$ cat src/rtl/uc_pkg.sv
package uc_pkg;
  localparam int INSTR_W    = 13;
  localparam int REG_AW     = 6;
  localparam int FLAG_W     = 3;
  localparam int IRQ_VECTOR = 8;

  localparam logic [REG_AW-1:0] A_PCL  = 6'd2;
  localparam logic [REG_AW-1:0] A_STAT = 6'd3;
  localparam logic [REG_AW-1:0] A_BANK = 6'd4;

  typedef enum logic [3:0] {
    OP_NOP, OP_ENI, OP_DISI, OP_RET, OP_RETI, OP_TBL,
    OP_CLRA, OP_MOVRA, OP_CLRR, OP_SUBA, OP_SUBR
  } op_e;

  typedef struct packed {
    logic z;
    logic dc;
    logic c;
  } flags_t;
endpackage

$ cat src/rtl/uc_decode.sv
module uc_decode
  import uc_pkg::*;
(
  input  logic [INSTR_W-1:0] instr_i,
  output op_e                op_o,
  output logic [REG_AW-1:0]  raddr_o
);
  localparam int GRP_W = INSTR_W - REG_AW;

  logic [GRP_W-1:0] grp;

  assign grp     = instr_i[INSTR_W-1:REG_AW];
  assign raddr_o = instr_i[REG_AW-1:0];

  always_comb begin
    case (instr_i)
      13'h0010: op_o = OP_ENI;
      13'h0011: op_o = OP_DISI;
      13'h0012: op_o = OP_RET;
      13'h0013: op_o = OP_RETI;
      13'h0020: op_o = OP_TBL;
      13'h0080: op_o = OP_CLRA;
      default: begin
        case (grp)
          7'h01:   op_o = OP_MOVRA;
          7'h03:   op_o = OP_CLRR;
          7'h04:   op_o = OP_SUBA;
          7'h05:   op_o = OP_SUBR;
          default: op_o = OP_NOP;
        endcase
      end
    endcase
  end
endmodule

$ cat src/rtl/uc_alu.sv
module uc_alu
  import uc_pkg::*;
#(
  parameter int DATA_W = 8
) (
  input  op_e               op_i,
  input  logic [DATA_W-1:0] acc_i,
  input  logic [DATA_W-1:0] reg_i,
  input  flags_t            flags_i,
  output logic [DATA_W-1:0] diff_o,
  output flags_t            flags_o,
  output logic              upd_o
);
  localparam int NIB = 4;

  logic [DATA_W:0] wide;
  logic [NIB:0]    low;

  assign wide   = {1'b0, reg_i} - {1'b0, acc_i};
  assign low    = {1'b0, reg_i[NIB-1:0]} - {1'b0, acc_i[NIB-1:0]};
  assign diff_o = wide[DATA_W-1:0];

  always_comb begin
    flags_o = flags_i;
    upd_o   = 1'b0;
    case (op_i)
      OP_SUBA, OP_SUBR: begin
        upd_o      = 1'b1;
        flags_o.z  = (wide[DATA_W-1:0] == '0);
        flags_o.c  = ~wide[DATA_W];
        flags_o.dc = ~low[NIB];
      end
      OP_CLRA, OP_CLRR: begin
        upd_o     = 1'b1;
        flags_o.z = 1'b1;
      end
      default: ;
    endcase
  end
endmodule

$ cat src/rtl/uc_regfile.sv
module uc_regfile #(
  parameter int DATA_W      = 8,
  parameter int ADDR_W      = 6,
  parameter int NUM_BANKS   = 4,
  parameter int BANK_W      = 2,
  parameter int BANKED_BASE = 32
) (
  input  logic              clk,
  input  logic [BANK_W-1:0] bank_i,
  input  logic [ADDR_W-1:0] rd_addr_i,
  output logic [DATA_W-1:0] rd_data_o,
  input  logic              we_i,
  input  logic [ADDR_W-1:0] wr_addr_i,
  input  logic [DATA_W-1:0] wr_data_i
);
  localparam int WIN   = (1 << ADDR_W) - BANKED_BASE;
  localparam int OFF_W = $clog2(WIN);
  localparam int COM_W = $clog2(BANKED_BASE);

  logic [DATA_W-1:0] com_q   [BANKED_BASE];
  logic [DATA_W-1:0] bank_rd [NUM_BANKS];
  logic              hi_rd, hi_wr;
  logic [ADDR_W-1:0] rd_rel, wr_rel;
  logic [OFF_W-1:0]  rd_off, wr_off;

  assign hi_rd  = rd_addr_i >= ADDR_W'(BANKED_BASE);
  assign hi_wr  = wr_addr_i >= ADDR_W'(BANKED_BASE);
  assign rd_rel = rd_addr_i - ADDR_W'(BANKED_BASE);
  assign wr_rel = wr_addr_i - ADDR_W'(BANKED_BASE);
  assign rd_off = rd_rel[OFF_W-1:0];
  assign wr_off = wr_rel[OFF_W-1:0];

  always_ff @(posedge clk) begin
    if (we_i && !hi_wr) com_q[wr_addr_i[COM_W-1:0]] <= wr_data_i;
  end

  for (genvar b = 0; b < NUM_BANKS; b++) begin : g_bank
    logic [DATA_W-1:0] mem_q [WIN];
    always_ff @(posedge clk) begin
      if (we_i && hi_wr && (bank_i == BANK_W'(b))) mem_q[wr_off] <= wr_data_i;
    end
    assign bank_rd[b] = mem_q[rd_off];
  end

  assign rd_data_o = hi_rd ? bank_rd[bank_i] : com_q[rd_addr_i[COM_W-1:0]];
endmodule

$ cat src/rtl/uc_rstack.sv
module uc_rstack #(
  parameter int W     = 11,
  parameter int DEPTH = 8,
  parameter int CNT_W = $clog2(DEPTH + 1)
) (
  input  logic             clk,
  input  logic             rst_n,
  input  logic             push_i,
  input  logic [W-1:0]     push_val_i,
  input  logic             pop_i,
  output logic [W-1:0]     top_o,
  output logic [CNT_W-1:0] depth_o
);
  localparam int PTR_W = $clog2(DEPTH);

  logic [W-1:0]     mem_q [DEPTH];
  logic [PTR_W-1:0] ptr_q, ptr_n, ptr_dn;
  logic [CNT_W-1:0] cnt_q, cnt_n;
  logic             empty, full;

  assign empty  = (cnt_q == '0);
  assign full   = (cnt_q == CNT_W'(DEPTH));
  assign ptr_dn = ptr_q - PTR_W'(1);
  assign top_o  = empty ? mem_q[ptr_q] : mem_q[ptr_dn];

  always_comb begin
    ptr_n = ptr_q;
    cnt_n = cnt_q;
    if (push_i) begin
      ptr_n = ptr_q + PTR_W'(1);
      if (!full) cnt_n = cnt_q + CNT_W'(1);
    end else if (pop_i && !empty) begin
      ptr_n = ptr_dn;
      cnt_n = cnt_q - CNT_W'(1);
    end
  end

  always_ff @(posedge clk or negedge rst_n) begin
    if (!rst_n) begin
      ptr_q <= '0;
      cnt_q <= '0;
    end else if (push_i || pop_i) begin
      ptr_q <= ptr_n;
      cnt_q <= cnt_n;
    end
  end

  always_ff @(posedge clk) begin
    if (push_i) mem_q[ptr_q] <= push_val_i;
  end

  assign depth_o = cnt_q;
endmodule

$ cat src/rtl/uc_exec_core.sv
module uc_exec_core
  import uc_pkg::*;
#(
  parameter int DATA_W      = 8,
  parameter int PC_W        = 11,
  parameter int STACK_DEPTH = 8,
  parameter int NUM_BANKS   = 4,
  parameter int BANKED_BASE = 32
) (
  input  logic               clk,
  input  logic               rst_n,
  input  logic               irq_i,
  input  logic [INSTR_W-1:0] instr_i,
  output logic [PC_W-1:0]    pc_o,
  output logic [DATA_W-1:0]  acc_o,
  output logic [FLAG_W-1:0]  flags_o,
  output logic               gie_o
);
  localparam int BANK_W = (NUM_BANKS > 1) ? $clog2(NUM_BANKS) : 1;
  localparam int CNT_W  = $clog2(STACK_DEPTH + 1);
  localparam int HI_W   = PC_W - DATA_W;

  // reset synchronizer: assert asynchronously, release on the clock
  logic [1:0] rsync_q;
  logic       rst_sync_n;

  always_ff @(posedge clk or negedge rst_n) begin
    if (!rst_n) rsync_q <= 2'b00;
    else        rsync_q <= {rsync_q[0], 1'b1};
  end
  assign rst_sync_n = rsync_q[1];

  // architectural state
  logic [PC_W-1:0]   pc_q, pc_n;
  logic [DATA_W-1:0] acc_q, acc_n;
  flags_t            flags_q, flags_n;
  logic              gie_q, gie_n;
  logic [DATA_W-1:0] bank_q, bank_n;
  logic              acc_en, flags_en, gie_en, bank_en;

  // datapath
  op_e               op_dec, op;
  logic [REG_AW-1:0] raddr;
  logic              take_irq;
  logic [PC_W-1:0]   pc_inc;
  logic [DATA_W-1:0] rf_rd, rd_val, alu_diff, wr_val, tbl_low;
  flags_t            alu_flags;
  logic              alu_upd, wr_en, rf_we, stat_wr;
  logic              st_push, st_pop;
  logic [PC_W-1:0]   st_top;
  logic [CNT_W-1:0]  st_depth;

  uc_decode u_dec (
    .instr_i (instr_i),
    .op_o    (op_dec),
    .raddr_o (raddr)
  );

  assign take_irq = irq_i && gie_q;
  assign op       = take_irq ? OP_NOP : op_dec;
  assign pc_inc   = pc_q + PC_W'(1);

  uc_regfile #(
    .DATA_W      (DATA_W),
    .ADDR_W      (REG_AW),
    .NUM_BANKS   (NUM_BANKS),
    .BANK_W      (BANK_W),
    .BANKED_BASE (BANKED_BASE)
  ) u_rf (
    .clk       (clk),
    .bank_i    (bank_q[DATA_W-1 -: BANK_W]),
    .rd_addr_i (raddr),
    .rd_data_o (rf_rd),
    .we_i      (rf_we),
    .wr_addr_i (raddr),
    .wr_data_i (wr_val)
  );

  always_comb begin
    case (raddr)
      A_PCL:   rd_val = pc_inc[DATA_W-1:0];
      A_STAT:  rd_val = {{(DATA_W-FLAG_W){1'b0}}, flags_q};
      A_BANK:  rd_val = bank_q;
      default: rd_val = rf_rd;
    endcase
  end

  uc_alu #(.DATA_W(DATA_W)) u_alu (
    .op_i    (op),
    .acc_i   (acc_q),
    .reg_i   (rd_val),
    .flags_i (flags_q),
    .diff_o  (alu_diff),
    .flags_o (alu_flags),
    .upd_o   (alu_upd)
  );

  assign wr_en   = (op == OP_MOVRA) || (op == OP_CLRR) || (op == OP_SUBR);
  assign wr_val  = (op == OP_MOVRA) ? acc_q : ((op == OP_CLRR) ? '0 : alu_diff);
  assign rf_we   = wr_en && (raddr != A_PCL) && (raddr != A_STAT) && (raddr != A_BANK);
  assign stat_wr = wr_en && (raddr == A_STAT);
  assign tbl_low = pc_inc[DATA_W-1:0] + acc_q;

  assign st_push = take_irq;
  assign st_pop  = (op == OP_RET) || (op == OP_RETI);

  uc_rstack #(.W(PC_W), .DEPTH(STACK_DEPTH), .CNT_W(CNT_W)) u_stack (
    .clk        (clk),
    .rst_n      (rst_sync_n),
    .push_i     (st_push),
    .push_val_i (pc_q),
    .pop_i      (st_pop),
    .top_o      (st_top),
    .depth_o    (st_depth)
  );

  // next-state logic
  always_comb begin
    pc_n = pc_inc;
    if (take_irq)                         pc_n = PC_W'(IRQ_VECTOR);
    else if (st_pop)                      pc_n = st_top;
    else if (op == OP_TBL)                pc_n = {pc_inc[PC_W-1 -: HI_W], tbl_low};
    else if (wr_en && (raddr == A_PCL))   pc_n = {pc_inc[PC_W-1 -: HI_W], wr_val};

    acc_en = (op == OP_CLRA) || (op == OP_SUBA);
    acc_n  = (op == OP_CLRA) ? '0 : alu_diff;

    flags_en = alu_upd || stat_wr;
    flags_n  = alu_upd ? alu_flags : flags_t'(wr_val[FLAG_W-1:0]);

    bank_en = wr_en && (raddr == A_BANK);
    bank_n  = wr_val;

    gie_en = take_irq || (op == OP_ENI) || (op == OP_DISI) || (op == OP_RETI);
    gie_n  = !take_irq && (op != OP_DISI);
  end

  // state registers
  always_ff @(posedge clk or negedge rst_sync_n) begin
    if (!rst_sync_n) begin
      pc_q    <= '0;
      acc_q   <= '0;
      flags_q <= '0;
      gie_q   <= 1'b0;
      bank_q  <= '0;
    end else begin
      pc_q <= pc_n;
      if (acc_en)   acc_q   <= acc_n;
      if (flags_en) flags_q <= flags_n;
      if (gie_en)   gie_q   <= gie_n;
      if (bank_en)  bank_q  <= bank_n;
    end
  end

  assign pc_o    = pc_q;
  assign acc_o   = acc_q;
  assign flags_o = flags_q;
  assign gie_o   = gie_q;
endmodule

$ cat config.mk
export PLATFORM = sky130hd
export DESIGN_NAME = uc_exec_core
export DESIGN_NICKNAME = d
export VERILOG_FILES = /design/src/rtl/uc_pkg.sv /design/src/rtl/uc_decode.sv /design/src/rtl/uc_alu.sv /design/src/rtl/uc_regfile.sv /design/src/rtl/uc_rstack.sv /design/src/rtl/uc_exec_core.sv
export SDC_FILE = /design/constraint.sdc
export NUM_CORES = 2
export LEC_CHECK = 0
export BUFFER_PORTS_ARGS = -buffer_cell sky130_fd_sc_hd__clkbuf_2
export CAP_MARGIN = 20
export CELL_PAD_IN_SITES_DETAIL_PLACEMENT = 0
export CELL_PAD_IN_SITES_GLOBAL_PLACEMENT = 1
export CORE_AREA = 2 2 323 325
export DETAILED_ROUTE_END_ITERATION = 7
export DIE_AREA = 0 0 325 327
export HOLD_SLACK_MARGIN = 0.15
export PLACE_DENSITY_LB_ADDON = 0.1
export SKIP_CTS_REPAIR_TIMING = 1
export SLEW_MARGIN = 20
export SYNTH_ARGS = -nofsm -noshare
export SYNTH_HDL_FRONTEND = slang
export SYNTH_SLANG_ARGS = --single-unit
$ cat constraint.sdc
create_clock -name clk -period 1.4 [get_ports clk]
set_clock_uncertainty 0.1 [all_clocks]
set_input_delay 0.28 -clock clk [delete_from_list [all_inputs] [get_ports clk]]
set_output_delay 0.28 -clock clk [all_outputs]
set_load 0.02 [all_outputs]
# --- Word level (Yosys, flattened, before mapping) ---
# Memories as Yosys holds them, arrays and structs flattened.
# Index checks and enable logic that the tools add are counted.
word_totals:
  mem_bits_rw: 1368
  elab_cells: 139
  output_inout_bits: 23
  memories: 6
  register_bits: 40
  input_bits: 16
mem_list:
  columns: ["name", "depth", "word_bits", "rd", "rd_clocked_by_memory_dff", "write_ports", "line", "text"]
  rows:
  - ["u_rf.com_q", 32, 8, 1, 0, 1, "uc_regfile.sv:20", "logic [DATA_W-1:0] com_q [BANKED_BASE];"]
  - ["u_rf.g_bank[0].mem_q", 32, 8, 1, 0, 1, "uc_regfile.sv:38", "logic [DATA_W-1:0] mem_q [WIN];"]
  - ["u_rf.g_bank[1].mem_q", 32, 8, 1, 0, 1, "uc_regfile.sv:38", null]
  - ["u_rf.g_bank[2].mem_q", 32, 8, 1, 0, 1, "uc_regfile.sv:38", null]
  - ["u_rf.g_bank[3].mem_q", 32, 8, 1, 0, 1, "uc_regfile.sv:38", null]
  - ["u_stack.mem_q", 8, 11, 2, 0, 1, "uc_rstack.sv:16", "logic [W-1:0] mem_q [DEPTH];"]
classes:
  n_bitwise: 3
  add_sub_neg: 9
  n_mux: 37
  n_reduce_logical: 38
  n_eq_ne: 34
  order_cmp: 2
ops:
  columns: ["operator", "count"]
  rows:
  - ["$mux 8", 8]
  - ["$eq 13x5->1 const B", 4]
  - ["$mux 11", 3]
  - ["$pmux 4 s6", 1]
  - ["$pmux 8 s3", 1]
  - ["$bmux 8 s2", 1]
  - ["$eq 4x3->1 const B", 4]
  - ["$eq 4x4->1 const B", 4]
  - ["$mux 4", 4]
  - ["$pmux 4 s4", 1]
  - ["$logic_and 1x1->1", 15]
  - ["$eq 7x3->1 const B", 2]
  - ["$eq 13x6->1 const B", 1]
  - ["$eq 13x8->1 const B", 1]
  - ["$mux 1", 13]
  - ["$eq 6x2->1 const B", 2]
  - ["$ne 6x2->1 const B", 2]
  - ["$add 11x1->11 const B", 1]
  - ["$logic_or 1x1->1", 9]
  - ["$mux 3", 3]
  - ["$sub 8x8->9", 1]
  - ["$add 8x8->8", 1]
  - ["$eq 4x2->1 const B", 2]
  - ["$logic_not 8->1", 1]
  - ["31 further kinds", 38]

# --- Logic depth before layout (Yosys ltp) ---
logic_depth:
  depth_word: 14
  ltp_mapped: 21
  depth_no_buf: 16

# --- Hierarchy ---
# A second synthesis with hierarchy kept.
hier_totals:
  hier_cells: 2823
  area_unflattened_um2: 57223.6
modules_own_cells:
  columns: ["mod", "cells_each", "area_per_inst_um2", "seq_area_each_um2", "instances"]
  rows:
  - ["uc_regfile", 2206, 49528.8, 38436.9, 1]
  - ["uc_rstack", 258, 4633.2, 2817.7, 1]
  - ["uc_exec_core", 262, 2354.8, 825.8, 1]
  - ["uc_alu", 70, 498.0, 0.0, 1]
  - ["uc_decode", 27, 209.0, 0.0, 1]

# --- Least setup slack after synthesis ---
# OpenSTA, ideal clock, no wires.
synth_timing:
  path_type: "input-to-reg"
  from: "input instr_i[0]"
  to: "memory u_rf.com_q[0][4], data pin"
  required_ps: -152
  arrival_ps: 9975
  setup_ps: 1452
  setup_slack_ps: -10127
  cell_stages: 17
  path_buffers: 4
  path_cell_list: "buf_6 buf_8 buf_6 buf_2 mux4_2 a22oi_1 nand3_1 a2111oi_0 a221o_1 ha_1 inv_1 fa_1 a21o_1 a21oi_1 xnor2_1 mux2i_1 o21ai_0"
synth_between:
  elab_chain_len: 10
  elab_cells_between_ends: 28
  cone_classes: "add/sub: 2; order compare: 1; eq/ne: 11; mux: 9; memory: 5"
synth_rtl:
  columns: ["item", "line", "text"]
  rows:
  - ["start, declared", "uc_exec_core.sv:13", "input logic [INSTR_W-1:0] instr_i,"]
  - ["$sub 5x1->5", "uc_regfile.sv:28", "assign rd_rel = rd_addr_i - ADDR_W'(BANKED_BASE);"]
  - ["$mem_v2 32x8", null, null]
  - ["$bmux 8 s2", "uc_regfile.sv:45", "assign rd_data_o = hi_rd ? bank_rd[bank_i] : com_q[rd_addr_i[COM_W-1:0]];"]
  - ["$mux 8 (implied by the code) (2 in series)", "uc_regfile.sv:45", null]
  - ["$mux 8", "uc_regfile.sv:45", null]
  - ["$pmux 8 s3", "uc_exec_core.sv:80", "case (raddr)"]
  - ["$sub 8x8->9", "uc_alu.sv:19", "assign wide = {1'b0, reg_i} - {1'b0, acc_i};"]
  - ["$mux 8", "uc_exec_core.sv:99", "assign wr_val = (op == OP_MOVRA) ? acc_q : ((op == OP_CLRR) ? '0 : alu_diff);"]
  - ["$mux 8 (*)", "uc_exec_core.sv:99", null]
  - ["net bank_n[4]", "uc_exec_core.sv:38", "logic [DATA_W-1:0] bank_q, bank_n;"]
  - ["end, declared", "uc_regfile.sv:20", null]
# The timed path passes the listed nets; every way through them passes the cells marked *. The select of a mux whose other input is x is not followed.

# --- Worst setup path in the final report ---
layout_timing:
  from: "register bank_q[7]"
  to: "memory u_rf.g_bank[3].mem_q[30][7], in the netlist u_rf.g_bank[3].mem_q[15][7], data pin"
layout_between:
  elab_chain_len: 9
layout_rtl:
  columns: ["item", "line", "text"]
  rows:
  - ["start, declared", "uc_exec_core.sv:38", null]
  - ["start signal, assigned", "uc_exec_core.sv:151", "if (bank_en) bank_q <= bank_n;"]
  - ["$not 2->3 (implied by the code)", "uc_regfile.sv:45", null]
  - ["$bmux 8 s2", "uc_regfile.sv:45", null]
  - ["$mux 8 (implied by the code) (2 in series)", "uc_regfile.sv:45", null]
  - ["$mux 8", "uc_regfile.sv:45", null]
  - ["$pmux 8 s3 (*)", "uc_exec_core.sv:80", null]
  - ["$sub 8x8->9 (*)", "uc_alu.sv:19", null]
  - ["$mux 8 (*) (2 in series)", "uc_exec_core.sv:99", null]
  - ["net bank_n[7]", "uc_exec_core.sv:38", null]
  - ["end, declared", "uc_regfile.sv:38", null]
# Marks and branches as above.

==> impl_metrics.csv <==
group,metric,value,unit
run_status,status,"finished, violations left",
run_status,violations,"negative hold slack, negative setup slack",
placement,detailedPlace.worstSlack,-4.12,ns
final_layout,fill_cells,6651,
routing,vias,32615,
sta,period_share,345,%
clock_network,htree_num_levels,4,
die,die_h,327,um
grt,grt_overflow,0,
sta,timing.hold.ws,-0.0107,ns
sta,max-slew-margin-rel,43.0,%
final_layout,area_growth,22.5,%
grt,grt_use_total,29.2,%
routing,viasPerCell,6.30,
final_layout,final_nets,3726,
yosys,ys.warnings.count,0,
yosys,synth_largest_area_cell,"edfxtp_1",
yosys,synth-seq-cells,1408,
worst_setup_path,startpoint_type,"flop",
routing,routed_wl,155,mm
final_layout,drive_gt1_share,37.8,%
routing,wire_per_inst,29.9,um
yosys,syn-mean-instance-area,19.8,um^2
yosys,async_flop_share,2.84,%
yosys,seq_area_frac_synth,73.6,%
worst_setup_path,crit_arrival,5.21,ns
yosys,synth_most_common_cell,"edfxtp_1",
die,rows,118,
sta,finalHoldViolCount,2,
grt,grt_pass1_vias,32994,
worst_setup_path,cp-end-kind,"flop",
placement,dp_hpwl,105,mm
clock_network,cts.clk_slew.worst_paths,0.06,ns
power,peakVddDrop,1350,uV
clock_network,clock-sinks,1408,
power,p_leak,23.9,nW
routing,remaining_drc_errors,0,
sta,maxSlewViolCount,0,
placement,gpl.final_weighted_congestion,0.969,
grt,grt_max_degree,77,
sta,max_freq,207,MHz
die,die_area,106000,um^2
yosys,synth_enable_flop_cells,1368,
routing,dr.pass1.iters,5,
clock_network,tritoncts,"done",
grt,grt_pass1_wl,224,mm
clock_network,clkLatencyLatePin,0.77,ns
clock_network,cts.path.max_buffers,3,
power,power-per-cell-area,1700,nW/um^2
die,io_pins,39,
sta,fin_crit,4.83,ns
yosys,yosys.cell_types.count,78,
die,initial_core_util,55.6,%
worst_setup_path,crit_required,1.79,ns
routing,postRouteAntennaNets,0,
die,die_x,325,um
sta,worstMarginPinSlew,0.846,ns
worst_setup_path,criticalPathCategory,"flop to flop",
yosys,synthTopCellsByArea,"edfxtp_1 72%, mux4_2 15%, dfrtp_1 1.8%",
yosys,synth.top_cell.area_share,71.8,%
worst_setup_path,crit_fanout,28,
yosys,postSynthCellCount,2895,
yosys,ys.flop_type,"edfxtp_1",
routing,drtIter0Drc,4071,
yosys,netlist_area,57200,um^2
sta,finalSetupViolCount,2685,
placement,portBuffers,38,
die,core_region_area,103000,um^2
sta,fin_ws,-3.43,ns
clock_network,ctsRootBufferMaster,"clkbuf_16",
run,drv_cap,0,
grt,antenna_found_initial,1,
hold_path,min_path_type,"primary input to flop",
sta,grt_setup_unrepaired,"true",
clock_network,cts_buffers,144,
yosys,yosys-top-cells-count,"1368 x edfxtp_1, 377 x mux4_2, 205 x nor2_1",
power,total_power,0.119,W
==> where the power goes <==
group / leakage, nW / switching (W) / internal, W
clock network: 2.28 / 0.0159 / 0.0221
logic: 8.85 / 0.0161 / 0.0106
registers: 12.8 / 0.000403 / 0.0543
total: 23.9 / 0.0324 / 0.0870
==> sequential cells by signal, indices dropped and copies added, names as in the netlist <==
register	cells
acc_o	8
u_rf.com_q	256
u_stack.mem_q	88
bank_q	8
u_rf.g_bank.mem_q	1024
rsync_q	2
u_stack.ptr_q	3
u_stack.depth_o	4
pc_o	11
flags_o	3
gie_o	1
==> cells by family after synthesis <==
family	share of synthesized area [%]
DFF	73.6
xor gates and xnor gates	0.444
buffers and inverters	1.72
adders and majority gates	0.543
and+or+nand+nor	3.79
AOI/OAI and AO/OA	3.54
muxes	16.4
other	0.0131
==> metrics by stage <==
stage               instances  utilization [%]  hold WS, ns  instance area [um^2]  setup TNS [ns]
floorplan                2918                -       -0.116                 57500        -7207.33
global placement         4911             63.2      -0.0351                 65000        -7756.72
detailed placement       4911             63.2      -0.0307                 65000        -7708.80
CTS                      5170             67.7       -0.850                 69700        -6254.65
global route             5181             68.1       0.0138                 70100        -6262.80
finish                   5181             68.1      -0.0107                 70100        -6023.42
==> worst paths after layout <==
kind | slack (ns) | startpoint | depth (start not counted) | endpoint
max | -3.43 | bank_q[7] | 17 | u_rf.g_bank[3].mem_q[15][7]
min | -0.01 | irq_i | 4 | pc_o[10]
max reg2reg | -3.43 | bank_q[7] | 17 | u_rf.g_bank[3].mem_q[15][7]
min reg2reg | 0.14 | rsync_q[1] | 1 | u_stack.ptr_q[0]
max in group asynchronous | 0.79 | rst_n | 3 | rsync_q[1]
min in group asynchronous | 0.14 | rsync_q[1] | 1 | u_stack.ptr_q[0]
==> worst max-delay path, cell delays in order, from the launching register on <==
cell and delay (ns):
dfrtp_2 0.47, buf_4 0.19, nand2_1 0.15, a211oi_1 0.11, buf_4 0.16, a2111oi_1 0.65
a2111oi_2 0.09, buf_4 0.20, a221oi_1 0.38, ha_1 0.32, nor2b_1 0.16, o2111ai_2 0.20
a31oi_1 0.13, or3_1 0.35, a31o_2 0.31, nand2_8 0.15, nand2_8 0.15, clkbuf_16 0.26
==> final cells by class <==
cell class / instances / area, um^2 / share of cell area (%)
clock inverters: 82 / 848 / 1.21
flip-flops and latches: 1408 / 42100 / 60.1
clock buffers: 177 / 3830 / 5.47
repair buffers: 788 / 6960 / 9.93
well taps: 1380 / 1730 / 2.46
diodes: 1 / 2.50 / 0.00357
inverters: 23 / 95.1 / 0.136
multi-input cells: 1322 / 14500 / 20.7
==> routing by layer <==
layer	wire, um	up-vias	global-route usage [%]	part of all wire (%)
li1	-	13569	-	-
met1	61800	17147	40.9	40
met2	75700	1618	47.1	49
met3	12500	281	5.27	8.0
met4	4980	0	9.70	3.2
met5	0	-	0	0
==> cell usage in the layout (no fill, tap or decap), types with 14 or more instances in the layout <==
| cell type | instances |
|---|---|
| edfxtp_1 | 1368 |
| buf_4 | 660 |
| mux4_2 | 377 |
| nor2_1 | 204 |
| clkbuf_16 | 154 |
| nand2_1 | 138 |
| buf_12 | 77 |
| mux2i_1 | 74 |
| a21oi_1 | 52 |
| a22oi_1 | 45 |
| dfrtp_1 | 37 |
| nand3_1 | 36 |
| clkbuf_2 | 35 |
| o21ai_0 | 34 |
| nor3_1 | 29 |
| clkinv_1 | 28 |
| clkbuf_1 | 28 |
| conb_1 | 25 |
| clkinv_2 | 22 |
| a31oi_1 | 20 |
| a211oi_1 | 20 |
| ha_1 | 19 |
| inv_1 | 18 |
| a221oi_1 | 14 |
| bufinv_16 | 14 |
(Power assumes the default switching activity.)
